[src/rtl/nic_pkg.sv]
package nic_pkg;
    localparam int PRIO_W = 4;
    localparam int GRP_W  = 2;
    localparam int CTRL_W = GRP_W + PRIO_W + 2;

    typedef struct packed {
        logic [GRP_W-1:0]  grp;
        logic [PRIO_W-1:0] lvl;
        logic              en;
        logic              pend;
    } ctrl_t;
endpackage

[src/rtl/nic_src_regs.sv]
module nic_src_regs
    import nic_pkg::*;
#(
    parameter int NUM_SRC = 8,
    localparam int IDX_W  = $clog2(NUM_SRC)
) (
    input  logic                 clk,
    input  logic                 rst_n,
    input  logic [NUM_SRC-1:0]   src_event,
    input  logic                 wr_en,
    input  logic [IDX_W-1:0]     wr_idx,
    input  ctrl_t                wr_data,
    input  logic                 clr_en,
    input  logic [IDX_W-1:0]     clr_idx,
    input  logic [IDX_W-1:0]     rd_idx,
    output ctrl_t                rd_data,
    output ctrl_t [NUM_SRC-1:0]  regs
);
    ctrl_t [NUM_SRC-1:0] regs_d, regs_q;

    always_comb begin
        regs_d = regs_q;
        for (int i = 0; i < NUM_SRC; i++) begin
            if (wr_en && wr_idx == IDX_W'(i)) begin
                regs_d[i] = wr_data;
            end
            if (clr_en && clr_idx == IDX_W'(i)) begin
                regs_d[i].pend = 1'b0;
            end
            if (src_event[i]) begin
                regs_d[i].pend = 1'b1;
            end
        end
    end

    always_comb begin
        rd_data = '0;
        for (int i = 0; i < NUM_SRC; i++) begin
            if (rd_idx == IDX_W'(i)) begin
                rd_data = regs_q[i];
            end
        end
    end

    always_ff @(posedge clk or negedge rst_n) begin
        if (!rst_n) begin
            regs_q <= '0;
        end else begin
            regs_q <= regs_d;
        end
    end

    assign regs = regs_q;
endmodule

[src/rtl/nic_arbiter.sv]
module nic_arbiter
    import nic_pkg::*;
#(
    parameter int NUM_SRC = 8,
    localparam int IDX_W  = $clog2(NUM_SRC)
) (
    input  ctrl_t [NUM_SRC-1:0] regs,
    output logic                win_valid,
    output logic [IDX_W-1:0]    win_idx,
    output logic [PRIO_W-1:0]   win_lvl
);
    localparam int KEY_W = PRIO_W + GRP_W;

    logic [KEY_W-1:0] best_key;

    always_comb begin
        win_valid = 1'b0;
        win_idx   = '0;
        best_key  = '0;
        for (int i = 0; i < NUM_SRC; i++) begin
            if (regs[i].pend && regs[i].en && regs[i].lvl != '0 &&
                (!win_valid || {regs[i].lvl, regs[i].grp} > best_key)) begin
                win_valid = 1'b1;
                win_idx   = IDX_W'(i);
                best_key  = {regs[i].lvl, regs[i].grp};
            end
        end
        win_lvl = best_key[KEY_W-1:GRP_W];
    end
endmodule

[src/rtl/nic_level_stack.sv]
module nic_level_stack
    import nic_pkg::*;
#(
    parameter int DEPTH = 16,
    localparam int DW   = $clog2(DEPTH + 1),
    localparam int SW   = $clog2(DEPTH)
) (
    input  logic              clk,
    input  logic              rst_n,
    input  logic              push,
    input  logic [PRIO_W-1:0] push_lvl,
    input  logic              pop,
    output logic [PRIO_W-1:0] cur_lvl,
    output logic [DW-1:0]     depth,
    output logic              full
);
    typedef struct packed {
        logic [DEPTH-1:0][PRIO_W-1:0] mem;
        logic [DW-1:0]                ptr;
        logic [PRIO_W-1:0]            cur;
    } stk_t;

    stk_t          st_d, st_q;
    logic [DW-1:0] ptr_m1;

    assign ptr_m1 = st_q.ptr - DW'(1);

    always_comb begin
        st_d = st_q;
        if (push) begin
            st_d.mem[st_q.ptr[SW-1:0]] = st_q.cur;
            st_d.ptr = st_q.ptr + DW'(1);
            st_d.cur = push_lvl;
        end else if (pop && st_q.ptr != '0) begin
            st_d.cur = st_q.mem[ptr_m1[SW-1:0]];
            st_d.ptr = ptr_m1;
        end
    end

    always_ff @(posedge clk or negedge rst_n) begin
        if (!rst_n) begin
            st_q <= '0;
        end else begin
            st_q <= st_d;
        end
    end

    assign cur_lvl = st_q.cur;
    assign depth   = st_q.ptr;
    assign full    = st_q.ptr == DW'(DEPTH);
endmodule

[src/rtl/nested_irq_ctrl.sv]
module nested_irq_ctrl
    import nic_pkg::*;
#(
    parameter int          NUM_SRC  = 8,
    parameter int          DEPTH    = 16,
    parameter int          VEC_W    = 16,
    parameter logic [15:0] VEC_BASE = 16'h0100,
    localparam int         IDX_W    = $clog2(NUM_SRC),
    localparam int         DW       = $clog2(DEPTH + 1)
) (
    input  logic               clk,
    input  logic               rst_n,
    input  logic [NUM_SRC-1:0] src_event,
    input  logic               wr_en,
    input  logic [IDX_W-1:0]   wr_idx,
    input  logic [CTRL_W-1:0]  wr_data,
    input  logic [IDX_W-1:0]   rd_idx,
    output logic [CTRL_W-1:0]  rd_data,
    output logic               irq_req,
    output logic [IDX_W-1:0]   irq_src,
    output logic [PRIO_W-1:0]  irq_level,
    output logic [VEC_W-1:0]   irq_vec,
    input  logic               irq_ack,
    input  logic               irq_ret,
    output logic [PRIO_W-1:0]  cur_level,
    output logic [DW-1:0]      nest_depth
);
    ctrl_t [NUM_SRC-1:0] regs;
    ctrl_t               rd_word;
    logic                win_valid;
    logic [IDX_W-1:0]    win_idx;
    logic [PRIO_W-1:0]   win_lvl;
    logic                stk_full;
    logic                accept;
    logic                do_pop;

    nic_src_regs #(.NUM_SRC(NUM_SRC)) u_regs (
        .clk       (clk),
        .rst_n     (rst_n),
        .src_event (src_event),
        .wr_en     (wr_en),
        .wr_idx    (wr_idx),
        .wr_data   (ctrl_t'(wr_data)),
        .clr_en    (accept),
        .clr_idx   (win_idx),
        .rd_idx    (rd_idx),
        .rd_data   (rd_word),
        .regs      (regs)
    );

    nic_arbiter #(.NUM_SRC(NUM_SRC)) u_arb (
        .regs      (regs),
        .win_valid (win_valid),
        .win_idx   (win_idx),
        .win_lvl   (win_lvl)
    );

    nic_level_stack #(.DEPTH(DEPTH)) u_stk (
        .clk      (clk),
        .rst_n    (rst_n),
        .push     (accept),
        .push_lvl (win_lvl),
        .pop      (do_pop),
        .cur_lvl  (cur_level),
        .depth    (nest_depth),
        .full     (stk_full)
    );

    assign irq_req   = win_valid && (win_lvl > cur_level) && !stk_full;
    assign accept    = irq_req && irq_ack;
    assign do_pop    = irq_ret && !accept;
    assign irq_src   = win_idx;
    assign irq_level = win_lvl;
    assign irq_vec   = VEC_W'(VEC_BASE) + VEC_W'({win_idx, 2'b00});
    assign rd_data   = rd_word;
endmodule

[config.mk]
export PLATFORM = sky130hd
export DESIGN_NAME = nested_irq_ctrl
export DESIGN_NICKNAME = d
export VERILOG_FILES = /design/src/rtl/nic_pkg.sv /design/src/rtl/nic_src_regs.sv /design/src/rtl/nic_arbiter.sv /design/src/rtl/nic_level_stack.sv /design/src/rtl/nested_irq_ctrl.sv
export SDC_FILE = /design/constraint.sdc
export NUM_CORES = 1
export LEC_CHECK = 0
export BUFFER_PORTS_ARGS = -buffer_cell sky130_fd_sc_hd__buf_2
export CORE_ASPECT_RATIO = 2
export CORE_MARGIN = 1.5
export CORE_UTILIZATION = 60
export DETAILED_ROUTE_END_ITERATION = 12
export PLACE_DENSITY = 0.8
export SLEW_MARGIN = 20
export SYNTH_ARGS = -nofsm -noshare
export SYNTH_HDL_FRONTEND = slang
export SYNTH_SLANG_ARGS = --single-unit
[constraint.sdc]
create_clock -name clk -period 17.05 [get_ports clk]
set_clock_uncertainty 0.1 [all_clocks]
set_input_delay 1.705 -clock clk [delete_from_list [all_inputs] [get_ports clk]]
set_output_delay 1.705 -clock clk [all_outputs]
set_load 0.02 [all_outputs]
---- Word-level counts from Yosys, hierarchy flattened ----
Cells that the tools add are included.
cells by class
  reductions and logical operators ........ 82
  $add $sub $neg .......................... 3
  mux-type cells .......................... 62
  magnitude comparators ................... 11
  eq/ne operators ......................... 22
  shift operators ......................... 0
  multiply operators ...................... 0
  bitwise logic cells ..................... 0
  divide/modulo/power cells ............... 0
operators with widths
  kind                                                                   number
  64-bit bitwise mux                                                     1
  8-bit 2-to-1 mux                                                       8
  6-bit 2-to-1 mux                                                       8
  1-bit logical AND                                                      45
  6-bit greater-than comparator                                          7
  3-bit equality test, second input constant                             12
  1-bit 2-to-1 mux                                                       33
  4-bit nonzero test                                                     8
  3-bit nonzero test                                                     8
  3-bit by 2-bit equality test with 1-bit output, second input constant  6
  9-bit 2-to-1 mux                                                       2
  4-bit binary-select mux with 4-bit select                              1
  4-bit demux with 4-bit select                                          1
  3-bit 2-to-1 mux                                                       4
  9-bit by 5-bit adder with 10-bit output, first input constant          1
  4-bit by 5-bit < comparator with 1-bit output, second input constant   2
  3-bit by 1-bit equality test with 1-bit output, second input constant  3
  1-bit zero test                                                        9
  3-bit zero test                                                        3
  4-bit 2-to-1 mux                                                       2
  1-bit logical OR                                                       7
  5-bit by 1-bit adder with 5-bit output, second input constant          1
  5-bit equality test, second input constant                             1
  5-bit nonzero test                                                     1
  5 further kinds                                                        6
word-level totals
  latch bits .............................. 0
  logic and storage cells ................. 230
  RAM bits ................................ 0
  memory bits (read-only) ................. 0
  register bits after elaboration ......... 137
  memories ................................ 0

---- Logic depth before layout (Yosys ltp) ----
Gate-level depths: netlist of run 1.
  depth in word-level cells ............... 40
  mapped depth ............................ 75
  gate-level depth less buffers ........... 69

---- Modules after synthesis ----
From an unflattened synthesis of run 1, not the netlist that was laid out.
unflattened totals
  cell total of the unflattened synthesis .. 904
  area total of the unflattened synthesis .. 9801.9 um2
modules (own cells, without submodules)
  module           instances  cells each  area each (um2)  sequential area each (um2)
  nic_level_stack  1          325         4008.8           1826.8
  nic_src_regs     1          251         3450.8           1601.5
  nic_arbiter      1          294         2087.0           0.0
  nested_irq_ctrl  1          34          255.2            0.0

---- Worst setup path after synthesis of run 1 ----
OpenSTA, ideal clock, no wires.
  path type ............................... register -> output
  start ................................... reg u_regs.regs_q[5] (netlist: u_regs.regs[5])
  end ..................................... out irq_req
  path slack .............................. 2.770 ns
  data arrival time ....................... 12.475 ns
  buffers on the path ..................... 5
  stages on the path, launching flop included .. 65
  path through ............................ dfrtp_1 or4_4 and3_4 nand2_1 ha_1 nor2b_1 o21ai_0 a32oi_1 o21ai_1 mux2_2 ha_1 nand2_1 nor3_1 o22ai_1 o21ai_2 mux2_2 inv_1 ha_1 [... 29 more ...] nor2_1 a21o_1 ha_1 nor2b_1 o21ai_0 nand2b_1 a221oi_1 a41oi_1 o21ai_0 clkbuf_1 mux2i_1 ha_1 nor2b_1 o21ai_0 nand2b_1 a21oi_1 a211oi_1 o21a_1
between the ends
  word-level cells in the longest chain between the ends .. 34
  elaborated cells on any way between the ends .. 49
  those cells by class .................... order compare: 8; mux: 16; reduce/logical: 25
RTL lines
  what                                                              RTL line               text
  start, declared                                                   nic_src_regs.sv:19     ctrl_t [NUM_SRC-1:0] regs_d, regs_q;
  start signal, assigned                                            nic_src_regs.sv:49     regs_q <= regs_d;
  4-bit nonzero test                                                nic_arbiter.sv:21      if (regs[i].pend && regs[i].en && regs[i].lvl != '0 &&
  1-bit logical AND                                                 nic_arbiter.sv:21
  6-bit 2-to-1 mux or 1-bit 2-to-1 mux (tied branches)              nic_arbiter.sv:21
  6-bit greater-than comparator or 1-bit zero test (tied branches)  nic_arbiter.sv:22      (!win_valid || {regs[i].lvl, regs[i].grp} > best_key)) begin
  1-bit logical OR                                                  nic_arbiter.sv:22
  1-bit logical AND                                                 nic_arbiter.sv:21
  6-bit 2-to-1 mux or 1-bit 2-to-1 mux (tied branches)              nic_arbiter.sv:21
  6-bit greater-than comparator or 1-bit zero test (tied branches)  nic_arbiter.sv:22
  [... 18 more ...]                                                 --
  6-bit 2-to-1 mux or 1-bit 2-to-1 mux (tied branches)              nic_arbiter.sv:21
  6-bit greater-than comparator or 1-bit zero test (tied branches)  nic_arbiter.sv:22
  1-bit logical OR                                                  nic_arbiter.sv:22
  1-bit logical AND                                                 nic_arbiter.sv:21
  6-bit 2-to-1 mux *                                                nic_arbiter.sv:21
  net irq_level[1]                                                  nested_irq_ctrl.sv:21  output logic [PRIO_W-1:0] irq_level,
  4-bit greater-than comparator *                                   nested_irq_ctrl.sv:69  assign irq_req = win_valid && (win_lvl > cur_level) && !stk_full;
  1-bit logical AND * (2 in a row)                                  nested_irq_ctrl.sv:69
  end, declared                                                     nested_irq_ctrl.sv:19  output logic irq_req,
The timed path passes the listed nets; every way through them passes the cells marked *.

---- Final worst setup path of run 1 ----
  start ................................... reg u_regs.regs_q[4] (netlist: u_regs.regs[4])
  end ..................................... out irq_req
between the ends
  word-level cells in the longest chain between the ends .. 34
  elaborated cells on any way between the ends .. 49
  those cells by class .................... order compare: 8; mux: 16; reduce/logical: 25
RTL lines
  what                                                              RTL line
  4-bit nonzero test                                                nic_arbiter.sv:21
  1-bit logical AND                                                 nic_arbiter.sv:21
  6-bit 2-to-1 mux or 1-bit 2-to-1 mux (tied branches)              nic_arbiter.sv:21
  6-bit greater-than comparator or 1-bit zero test (tied branches)  nic_arbiter.sv:22
  1-bit logical OR                                                  nic_arbiter.sv:22
  1-bit logical AND                                                 nic_arbiter.sv:21
  6-bit 2-to-1 mux or 1-bit 2-to-1 mux (tied branches)              nic_arbiter.sv:21
  6-bit greater-than comparator or 1-bit zero test (tied branches)  nic_arbiter.sv:22
  [... 17 more ...]                                                 --
  1-bit logical AND                                                 nic_arbiter.sv:21
  6-bit 2-to-1 mux or 1-bit 2-to-1 mux (tied branches)              nic_arbiter.sv:21
  6-bit greater-than comparator or 1-bit zero test (tied branches)  nic_arbiter.sv:22
  1-bit logical OR                                                  nic_arbiter.sv:22
  1-bit logical AND                                                 nic_arbiter.sv:21
  6-bit 2-to-1 mux                                                  nic_arbiter.sv:21
  4-bit greater-than comparator                                     nested_irq_ctrl.sv:69
  1-bit logical AND * (2 in a row)                                  nested_irq_ctrl.sv:69
Mark *: on every way between the ends. The rest lies on a longest branch, timed or not.

==> flow_summary.toml, run 1 <==
[floorplanning]
core-area_mm2 = 0.0140
std_cell_rows = 61
die_area_mm2 = 0.0151
die_w_um = 87.8
start_util_pct = 61.7
ioPinCount = 68
die_h_um = 173

[synth]
synth_top_cell_area_share_pct = 39.8
avgSynthCellArea_um2 = 10.5
synthArstFlopShare_pct = 100
syn-instance-count = 821
synth_edf_count = 0
synth.distinct_cells = 65
syn_area_mm2 = 0.00862
ys_seq_area_share_pct = 39.8
yosys.area.top_type = "dfrtp_1"
synth.area.top_cells = "dfrtp_1 40%, mux2_2 12%, ha_1 7.3%"
yosys_warnings = 0
ys_ff_latch = 137
synth_flop_cell = "dfrtp_1"

[clocking]
clock_sinks = 137
clock_latency_ns = 0.43
cts_buffers = 17
cts_setup_buffers = 0
htreeDepth = 4
clk_pin_slew_ns = 0.07
cts_buffer_depth = 2
cts-root-buf = "clkbuf_16"
cts_tree = "built"

[setup_path]
worstPathMaxFanout = 15
max_stage_delay_ns = 0.55
crit_top_cell = "ha_1"
cpMaxStageDelayCell = "o31ai_4"
required_ns = 15.24
start_kind = "register"
criticalPathCategory = "register to output pin"
worstPathArrival_ns = 14.04
end_kind = "output pin"

[cells_and_area]
fill_cells = 1072
finalNetCount = 929
diodes = 0
layout_common_cells = "137 x dfrtp_1, 97 x nand2_1, 93 x mux2_2"
syn2layout_area_growth_pct = 10.5
layout_commonest_cell = "dfrtp_1"
multi_input_area_mm2 = 0.00478
regArea_mm2 = 0.00343
drive_above_1_share_pct = 26.8

[sta]
hold_viol_final = 0
slew_headroom_pct = 37.1
finalSetupViolations = 0
tns_ns = 0
fmax_mhz = 63.1
fin_crit_sh_pct = 93.0
worst_slew_pin_slew_ns = 0.943
drv_slew = 0
rsz0062_at_grt = "no"
finalCriticalPeriod_ns = 15.85

[global_route]
grt.overflow.total = 0
grt_pass1_vias = 7101
top_usage_layer = "met2"
grt_antenna_before_repair = 1
grtUsageMet1_pct = 34.1
grt_use_total_pct = 35.8
met2_usage_pct = 58.9
grt_max_degree = 76
met3_usage_pct = 13.0
grt_pass1_wl_um = 39400

[detailed_routing]
routedWlPerCell_um = 23.8
vias = 6802
drt_iter0_drc = 412
dr.pass1.iters = 7
drt-vias-per-instance = 6.45
drt-total-wl_um = 25000
drc = 0
final_antenna_net_count = 0

[flow_run]
drv_cap = 0

[status]
status = "finished, final reports clean"

[placement]
dpl.hpwl_um = 17600
io_buffers = 54
place.gp.congestion = 1.06

[worst_hold_path]
hold_class = "register to register"
-- through the flow --
step / setup WS (ns) / cells / area [um^2] / hold slack, ns / util (%)
2_1_floorplan: 2.77 / 832 / 8660 / 0.345 / -
3_3_place_gp: 1.41 / 1022 / 8900 / 0.356 / 63.7
3_5_place_dp: 1.01 / 1022 / 8900 / 0.366 / 63.7
4_1_cts: 0.408 / 1054 / 9500 / 0.381 / 68.0
5_1_grt: 0.215 / 1054 / 9530 / 0.405 / 68.2
6_report: 1.20 / 1054 / 9530 / 0.381 / 68.2
-- cells in the mapped netlist (2+ instances only) --
master	count
a22o_1	2
and2_1	7
mux2i_1	23
o21ai_0	69
nor3b_1	4
nor2b_1	18
conb_1	2
nand3_1	14
buf_1	3
a222oi_1	3
mux2_2	93
o211ai_1	4
buf_4	26
a31oi_1	6
o22ai_1	5
a41oi_1	2
nor4_1	4
nor2_1	31
a221oi_2	3
ha_1	50
o31ai_1	3
or4_1	3
nand4b_1	3
clkbuf_1	29
a21oi_1	25
nand2_1	97
and4_1	2
nand4_1	3
a32oi_1	2
dfrtp_1	137
nor3_1	10
or4_4	2
o21a_1	5
or2_1	4
mux4_2	25
xor2_1	3
inv_1	39
and3_1	4
a21o_1	7
a211oi_1	13
xnor2_1	3
o21bai_1	6
nand2b_1	5
-- layout make-up --
| class | count | share of cell area [%] |
|---|---|---|
| clock inverters | 14 | 1.66 |
| flip-flops and latches | 137 | 36.0 |
| well taps | 189 | 2.48 |
| clock buffers | 18 | 4.61 |
| repair buffers | 61 | 3.45 |
| inverters | 40 | 1.58 |
| multi-input cells | 595 | 50.2 |
-- critical path, delay by kind of cell (launching register included) --
| kind | cells | cell delay [ns] |
|---|---|---|
| compound gates | 29 | 6.24 |
| mux | 4 | 1.56 |
| flops | 1 | 0.43 |
| fa+ha+maj | 8 | 2.41 |
| simple gates | 16 | 2.58 |
| buf+inv | 3 | 0.36 |
-- final timing paths --
| kind | startpoint | to | slack [ns] | depth (start not counted) |
|---|---|---|---|---|
| setup reg to reg | u_regs.regs[4] | u_regs.regs[8] | 1.63 | 62 |
| min in group asynchronous | rst_n | u_stk.st_q[65] | 1.13 | 1 |
| hold reg to reg | u_stk.st_q[15] | u_stk.st_q[15] | 0.38 | 2 |
| hold / removal | u_stk.st_q[15] | u_stk.st_q[15] | 0.38 | 2 |
| max in group asynchronous | rst_n | u_regs.regs[13] | 14.34 | 2 |
| setup / recovery | u_regs.regs[4] | irq_req | 1.20 | 60 |
-- state kept, by name, indices dropped and copies added, names as in the netlist --
| signal | cells |
|---|---|
| u_regs.regs | 64 |
| u_stk.st_q | 64 |
| u_stk.depth | 5 |
| u_stk.cur_lvl | 4 |
-- per-layer routing --
| layer | wire [um] | up-vias |
|---|---|---|
| li1 | - | 2999 |
| met1 | 7730 | 3309 |
| met2 | 12900 | 331 |
| met3 | 1920 | 159 |
| met4 | 2460 | 4 |
| met5 | 40 | - |
-- cells by family after synthesis --
kind of cell	synth area share, %
fa+ha+maj	7.25
flops	39.8
xor+xnor	0.610
other cells	0.0871
mux	21.5
buf+inv	5.59
compound gates	12.9
simple gates	12.2
-- repair_timing --
item                                    4_1_cts  5_1_grt
endpoints found under the setup margin        0       78
hold endpoints to repair                      0        0
resized for setup                             0        4
hold buffers                                  0        0
Power of run 1 is left out: the tool's default activity adds up to more than one toggle a clock period on the data nets, which glitch-free logic cannot reach.
==> run 2: changes to the inputs <==
--- a/config.mk
+++ b/config.mk
@@ -5,12 +5,12 @@
 export SDC_FILE = /design/constraint.sdc
 export NUM_CORES = 1
 export LEC_CHECK = 0
+export ABC_AREA = 1
 export BUFFER_PORTS_ARGS = -buffer_cell sky130_fd_sc_hd__buf_2
 export CORE_ASPECT_RATIO = 2
 export CORE_MARGIN = 1.5
-export CORE_UTILIZATION = 60
+export CORE_UTILIZATION = 39
 export DETAILED_ROUTE_END_ITERATION = 12
-export PLACE_DENSITY = 0.8
 export SLEW_MARGIN = 20
 export SYNTH_ARGS = -nofsm -noshare
 export SYNTH_HDL_FRONTEND = slang
==> run 2 against run 1 <==
  * Final cell count increased by 36%
  * Critical path depth up 20
  * Largest cell class unchanged
  * Worst hold slack got worse by 0.0019 ns
  * Critical endpoint unchanged
  * Critical path type unchanged
==> flow_summary.toml, run 2 <==
[status]
status = "finished, final reports clean"

[setup_path]
criticalPathCategory = "register to output pin"
start_kind = "register"
end_kind = "output pin"
max_stage_delay_ns = 0.43
worstPathArrival_ns = 11.91
crit_top_cell = "nand2_1"
required_ns = 15.24
worstPathMaxFanout = 16
cpMaxStageDelayCell = "dfrtp_1"

[floorplanning]
std_cell_rows = 76
ioPinCount = 68
die_h_um = 211
die_w_um = 107
start_util_pct = 39.6
die_area_mm2 = 0.0227
core-area_mm2 = 0.0214

[sta]
worst_slew_pin_slew_ns = 1.03
fmax_mhz = 72.9
finalSetupViolations = 0
finalCriticalPeriod_ns = 13.72
drv_slew = 0
hold_viol_final = 0
tns_ns = 0
fin_crit_sh_pct = 80.4
slew_headroom_pct = 30.6
rsz0062_at_grt = "no"
worst_slack_ns = 3.33
finalHoldWorstSlack_ns = 0.379

[synth]
avgSynthCellArea_um2 = 7.61
ys_ff_latch = 137
synth.distinct_cells = 46
ys_seq_area_share_pct = 40.5
yosys_warnings = 0
synth_common_cells = "279 x nand2_1, 188 x o21ai_0, 137 x dfrtp_1, 106 x inv_1, 84 x nor2_1"
synth_top_cell_area_share_pct = 40.5
syn_area_mm2 = 0.00847
synthArstFlopShare_pct = 100
synth.area.top_cells = "dfrtp_1 40%, nand2_1 12%, o21ai_0 11%"
yosysMostFrequentCell = "nand2_1"
yosys.area.top_type = "dfrtp_1"
synth_flop_cell = "dfrtp_1"
synth_edf_count = 0
syn-instance-count = 1113

[detailed_routing]
drt-total-wl_um = 28700
drc = 0
vias = 7793
final_antenna_net_count = 0
drt_iter0_drc = 560
dr.pass1.iters = 5
drt-vias-per-instance = 5.45
routedWlPerCell_um = 20.0

[clocking]
cts_buffers = 17
clock_sinks = 137
post_cts_resized = 0
clock_latency_ns = 0.43
cts_buffer_depth = 2
ctsHoldBuffers = 0
cts_setup_buffers = 0
cts-root-buf = "clkbuf_16"
htreeDepth = 4
cts_tree = "built"
clk_pin_slew_ns = 0.06

[placement]
dp_cells = 1398
dpl-instance-area_mm2 = 0.00883
pre_cts_slack_ns = 3.93
place.gp.congestion = 0.965
io_buffers = 54
dpl.hpwl_um = 21700

[power_and_ir_drop]
p_per_area_mw_per_mm2 = 222
leakagePower_nw = 4.67
ir_drop_mv = 0.153
power_mw = 2.10

[flow_run]
drv_cap = 0

[global_route]
grt_pass1_wl_um = 44200
grt_use_total_pct = 26.4
grt_antenna_before_repair = 0
grt_pass1_vias = 7872
grt_max_degree = 72
grt.overflow.total = 0

[cells_and_area]
fin_util_pct = 44.2
finalNetCount = 1221
instances_no_fill = 1430
layout_common_cells = "279 x nand2_1, 188 x o21ai_0, 137 x dfrtp_1"
syn2layout_area_growth_pct = 11.6
final_area_mm2 = 0.00945
diodes = 0
layout_commonest_cell = "nand2_1"
drive_above_1_share_pct = 10.5

[worst_hold_path]
hold_class = "register to register"
run 2: cell types whose count changed in the layout (fill, tap and decap cells not counted), sizes merged, moves of 36 or more:
cell,previous run,this run
inv,46,108
nand2,98,291
nand3,14,50
mux2,94,0
o21ai,72,207
nor2,31,86
run 2: layout make-up:
type,instances,area (um^2)
fill,2237,11900
multi-input combinational,821,4340
sequential,137,3430
clock buffer,21,450
inverter,108,405
tap,273,342
timing repair buffer,59,314
clock inverter,11,170
run 2: path summary, 6_finish.rpt:
kind | startpoint | to | slack [ns] | cells past startpoint
worst max-delay path | u_regs.regs[3] | irq_req | 3.33 | 80
worst min-delay path | u_stk.st_q[62] | u_stk.st_q[62] | 0.38 | 2
worst max register to register | u_regs.regs[3] | u_stk.depth[4] | 4.17 | 85
worst min register to register | u_stk.st_q[62] | u_stk.st_q[62] | 0.38 | 2
max in group asynchronous | rst_n | u_stk.st_q[30] | 14.27 | 2
min in group asynchronous | rst_n | u_stk.st_q[39] | 1.18 | 1
run 2: critical path, delay by kind of cell, from the launching register on:
family,cells,cell delay (ns)
simple gates,45,4.75
compound gates,19,3.01
fa+ha+maj,8,2.42
buf+inv,8,0.87
flops,1,0.43
run 2: cells by family after synthesis:
family | after synthesis | share of synthesized area, %
AND/OR/NAND/NOR | 457 | 22.8
AO/OA/AOI/OAI | 296 | 19.9
buffers and inverters | 166 | 8.77
flip-flops | 137 | 40.5
adder cells (fa/ha/maj) | 50 | 7.38
XOR/XNOR | 5 | 0.517
other | 2 | 0.0886
run 2: per-layer routing:
metal / track usage [%] / share of wire, %
met5: 0 / 0
met4: 19.5 / 8.2
met3: 3.63 / 3.1
met2: 50.4 / 55
met1: 24.8 / 33
run 2: where the power goes:
part | switching (mW) | leakage (nW) | total [mW] | internal [mW]
clock | 0.150 | 0.294 | 0.398 | 0.249
combinational | 0.814 | 2.64 | 1.19 | 0.379
sequential | 0.0836 | 1.74 | 0.506 | 0.423
Power figures use the tool's default switching activity.
==> run 3: changes to the inputs <==
==> constraint.sdc (replaced) <==
create_clock -name clk -period 11.1 [get_ports clk]
set_clock_uncertainty 0.1 [all_clocks]
set_input_delay 1.11 -clock clk [delete_from_list [all_inputs] [get_ports clk]]
set_output_delay 1.11 -clock clk [all_outputs]
set_load 0.02 [all_outputs]
==> run 3 against run 2 <==
  * The flow now finishes with violations (setup timing)
  * Power is 100% higher
  * Utilization is 9.1 points higher
  * Worst setup slack worse by 3.7 ns
  * Via count is 9.3% higher
  * Sequential power is 58% higher
  * Clock power is 45% higher
  * Clock-buffer cell count is 2 lower
  * Critical path type unchanged
  * Largest power group unchanged
==> flow_summary.toml, run 3 (synthesis gave the netlist of run 2 again) <==
[status]
status = "finished, violations left"
violations = "setup timing"

[cells_and_area]
final_area_mm2 = 0.0114
regArea_mm2 = 0.00343
drive_above_1_share_pct = 29.5
syn2layout_area_growth_pct = 34.5
diodes = 0
multi_input_area_mm2 = 0.00531
finalNetCount = 1337
layout_common_cells = "225 x nand2_1, 167 x o21ai_0, 137 x dfrtp_1"
fill_cells = 2070
layout_commonest_cell = "nand2_1"

[worst_hold_path]
hold_class = "register to register"

[global_route]
grt.overflow.total = 0
grt_antenna_before_repair = 0
grt_pass1_wl_um = 45900
grt_use_total_pct = 27.4
grt_max_degree = 74
grt_pass1_vias = 8209

[setup_path]
cpMaxStageDelayCell = "dfrtp_1"
r2r_end = "u_stk.st_q[58]"
end_kind = "output pin"
criticalPathCategory = "register to output pin"
required_ns = 9.89
worstPathArrival_ns = 10.27
rr_worst_depth = 88
critPathLaunch = "u_regs.regs[4]"
worstPathMaxFanout = 7
crit_top_cell = "nand2_4"
reg2reg_slack_ns = 0.20
start_kind = "register"
max_stage_delay_ns = 0.38
reg2reg_from = "u_regs.regs[4]"
crit_end = "irq_req"

[sta]
drv_slew = 0
finalCriticalPeriod_ns = 11.48
worst_slack_ns = -0.380
fmax_mhz = 87.1
rsz0062_at_grt = "yes"
hold_viol_final = 0
worst_slew_pin_slew_ns = 0.998
slew_headroom_pct = 33.0
finalSetupViolations = 1
fin_crit_sh_pct = 103

[clocking]
htreeDepth = 4
cts_buffer_depth = 2
cts_buffers = 17
cts-root-buf = "clkbuf_16"
clock_latency_ns = 0.43
ctsHoldBuffers = 0
clock_sinks = 137
cts_tree = "built"
clk_pin_slew_ns = 0.06

[detailed_routing]
drc = 0
drt-total-wl_um = 31100
dr.pass1.iters = 5
drt_iter0_drc = 604
drt-vias-per-instance = 5.51
vias = 8516
final_antenna_net_count = 0
routedWlPerCell_um = 20.1

[power_and_ir_drop]
leakagePower_nw = 5.53
clkPwrFrac_pct = 13.7
ir_drop_mv = 0.263
combPwrFrac_pct = 67.2
p_sw_share_pct = 47.9
internal_power_mw = 2.19
net-switching-power_mw = 2.01
p_per_area_mw_per_mm2 = 369
seqPwrFrac_pct = 19.1

[floorplanning]
ioPinCount = 68
core-area_mm2 = 0.0214
die_w_um = 107
std_cell_rows = 76
die_h_um = 211
start_util_pct = 39.6
die_area_mm2 = 0.0227

[flow_run]
drv_cap = 0

[placement]
dpl.hpwl_um = 22700
place.gp.congestion = 0.991
pre_cts_slack_ns = -0.491
io_buffers = 54
dpl-instance-area_mm2 = 0.00939
run 3: changes by cell type in the layout (fill, tap and decap cells not counted), moves of 11 or more:
cell and delta:
nand2_1 -54, nor2_1 -12, nand3_1 -11, nand2_2 +26, buf_6 +28, ha_1 -21, nand2_4 +31, ha_4 +20
inv_1 -11, o21ai_0 -21, buf_4 +86
run 3: repair_timing:
item                       in CTS  in global routing
setup endpoints to repair      91                 92
pin swaps                      34                 75
setup buffers                  14                 28
gates resized for setup        65                196
gates cloned                    4                  2
run 3: stage by stage:
| stage | hold slack (ns) | utilization (%) | total power, mW | setup TNS [ns] | std cells |
|---|---|---|---|---|---|
| 6_report | 0.383 | 53.2 | 4.20 | -0.380 | 1546 |
| 4_1_cts | 0.384 | 48.2 | 3.60 | -0.270 | 1522 |
| 3_3_place_gp | 0.361 | 43.9 | 2.82 | -1.91 | 1472 |
| 5_1_grt | 0.400 | 53.2 | 4.49 | -33.43 | 1546 |
| 2_1_floorplan | 0.348 | - | 2.08 | 0 | 1124 |
| 3_5_place_dp | 0.368 | 43.9 | 2.85 | -16.40 | 1472 |
run 3: final cells by class:
| cell class | instances | share of cell area (%) |
|---|---|---|
| well taps | 273 | 3.00 |
| repair buffers | 169 | 11.4 |
| clock buffers | 19 | 3.98 |
| multi-input cells | 827 | 46.6 |
| inverters | 108 | 3.66 |
| flip-flops and latches | 137 | 30.1 |
| clock inverters | 13 | 1.25 |
run 3: worst min path at each step:
stage / from / endpoint / slack, ns / depth (start not counted)
finish: u_stk.st_q[71] / u_stk.st_q[71] / 0.38 / 2
detailed placement: u_stk.st_q[34] / u_stk.st_q[34] / 0.37 / 2
global route: u_stk.st_q[20] / u_stk.st_q[20] / 0.40 / 2
global placement: u_stk.st_q[34] / u_stk.st_q[34] / 0.36 / 2
CTS: u_stk.st_q[34] / u_stk.st_q[34] / 0.38 / 2
floorplan: u_stk.st_q[13] / u_stk.st_q[13] / 0.35 / 2
run 3: layer usage:
layer | routed length, um | part of all wire [%] | track usage, %
met5 | 0 | 0 | 0
met4 | 2400 | 7.7 | 18.2
met3 | 1370 | 4.4 | 3.23
met2 | 17400 | 56 | 53.1
met1 | 9940 | 32 | 26.3
run 3: worst max-delay path: cells and delay by family, from the launching register on:
| family | cells | cell delay (ns) |
|---|---|---|
| adder cells (fa/ha/maj) | 8 | 2.20 |
| AND/OR/NAND/NOR | 43 | 3.97 |
| buffers and inverters | 11 | 0.97 |
| AO/OA/AOI/OAI | 19 | 2.29 |
| flip-flops | 1 | 0.38 |
run 3: power by group through the flow:
stage          combinational [mW]  sequential [mW]  clock [mW]
3_5_place_dp                 2.06            0.789           0
5_1_grt                      3.07            0.814       0.606
4_1_cts                      2.23            0.785       0.586
6_report                     2.82            0.801       0.578
2_1_floorplan                1.34            0.734           0
3_3_place_gp                 2.04            0.788           0
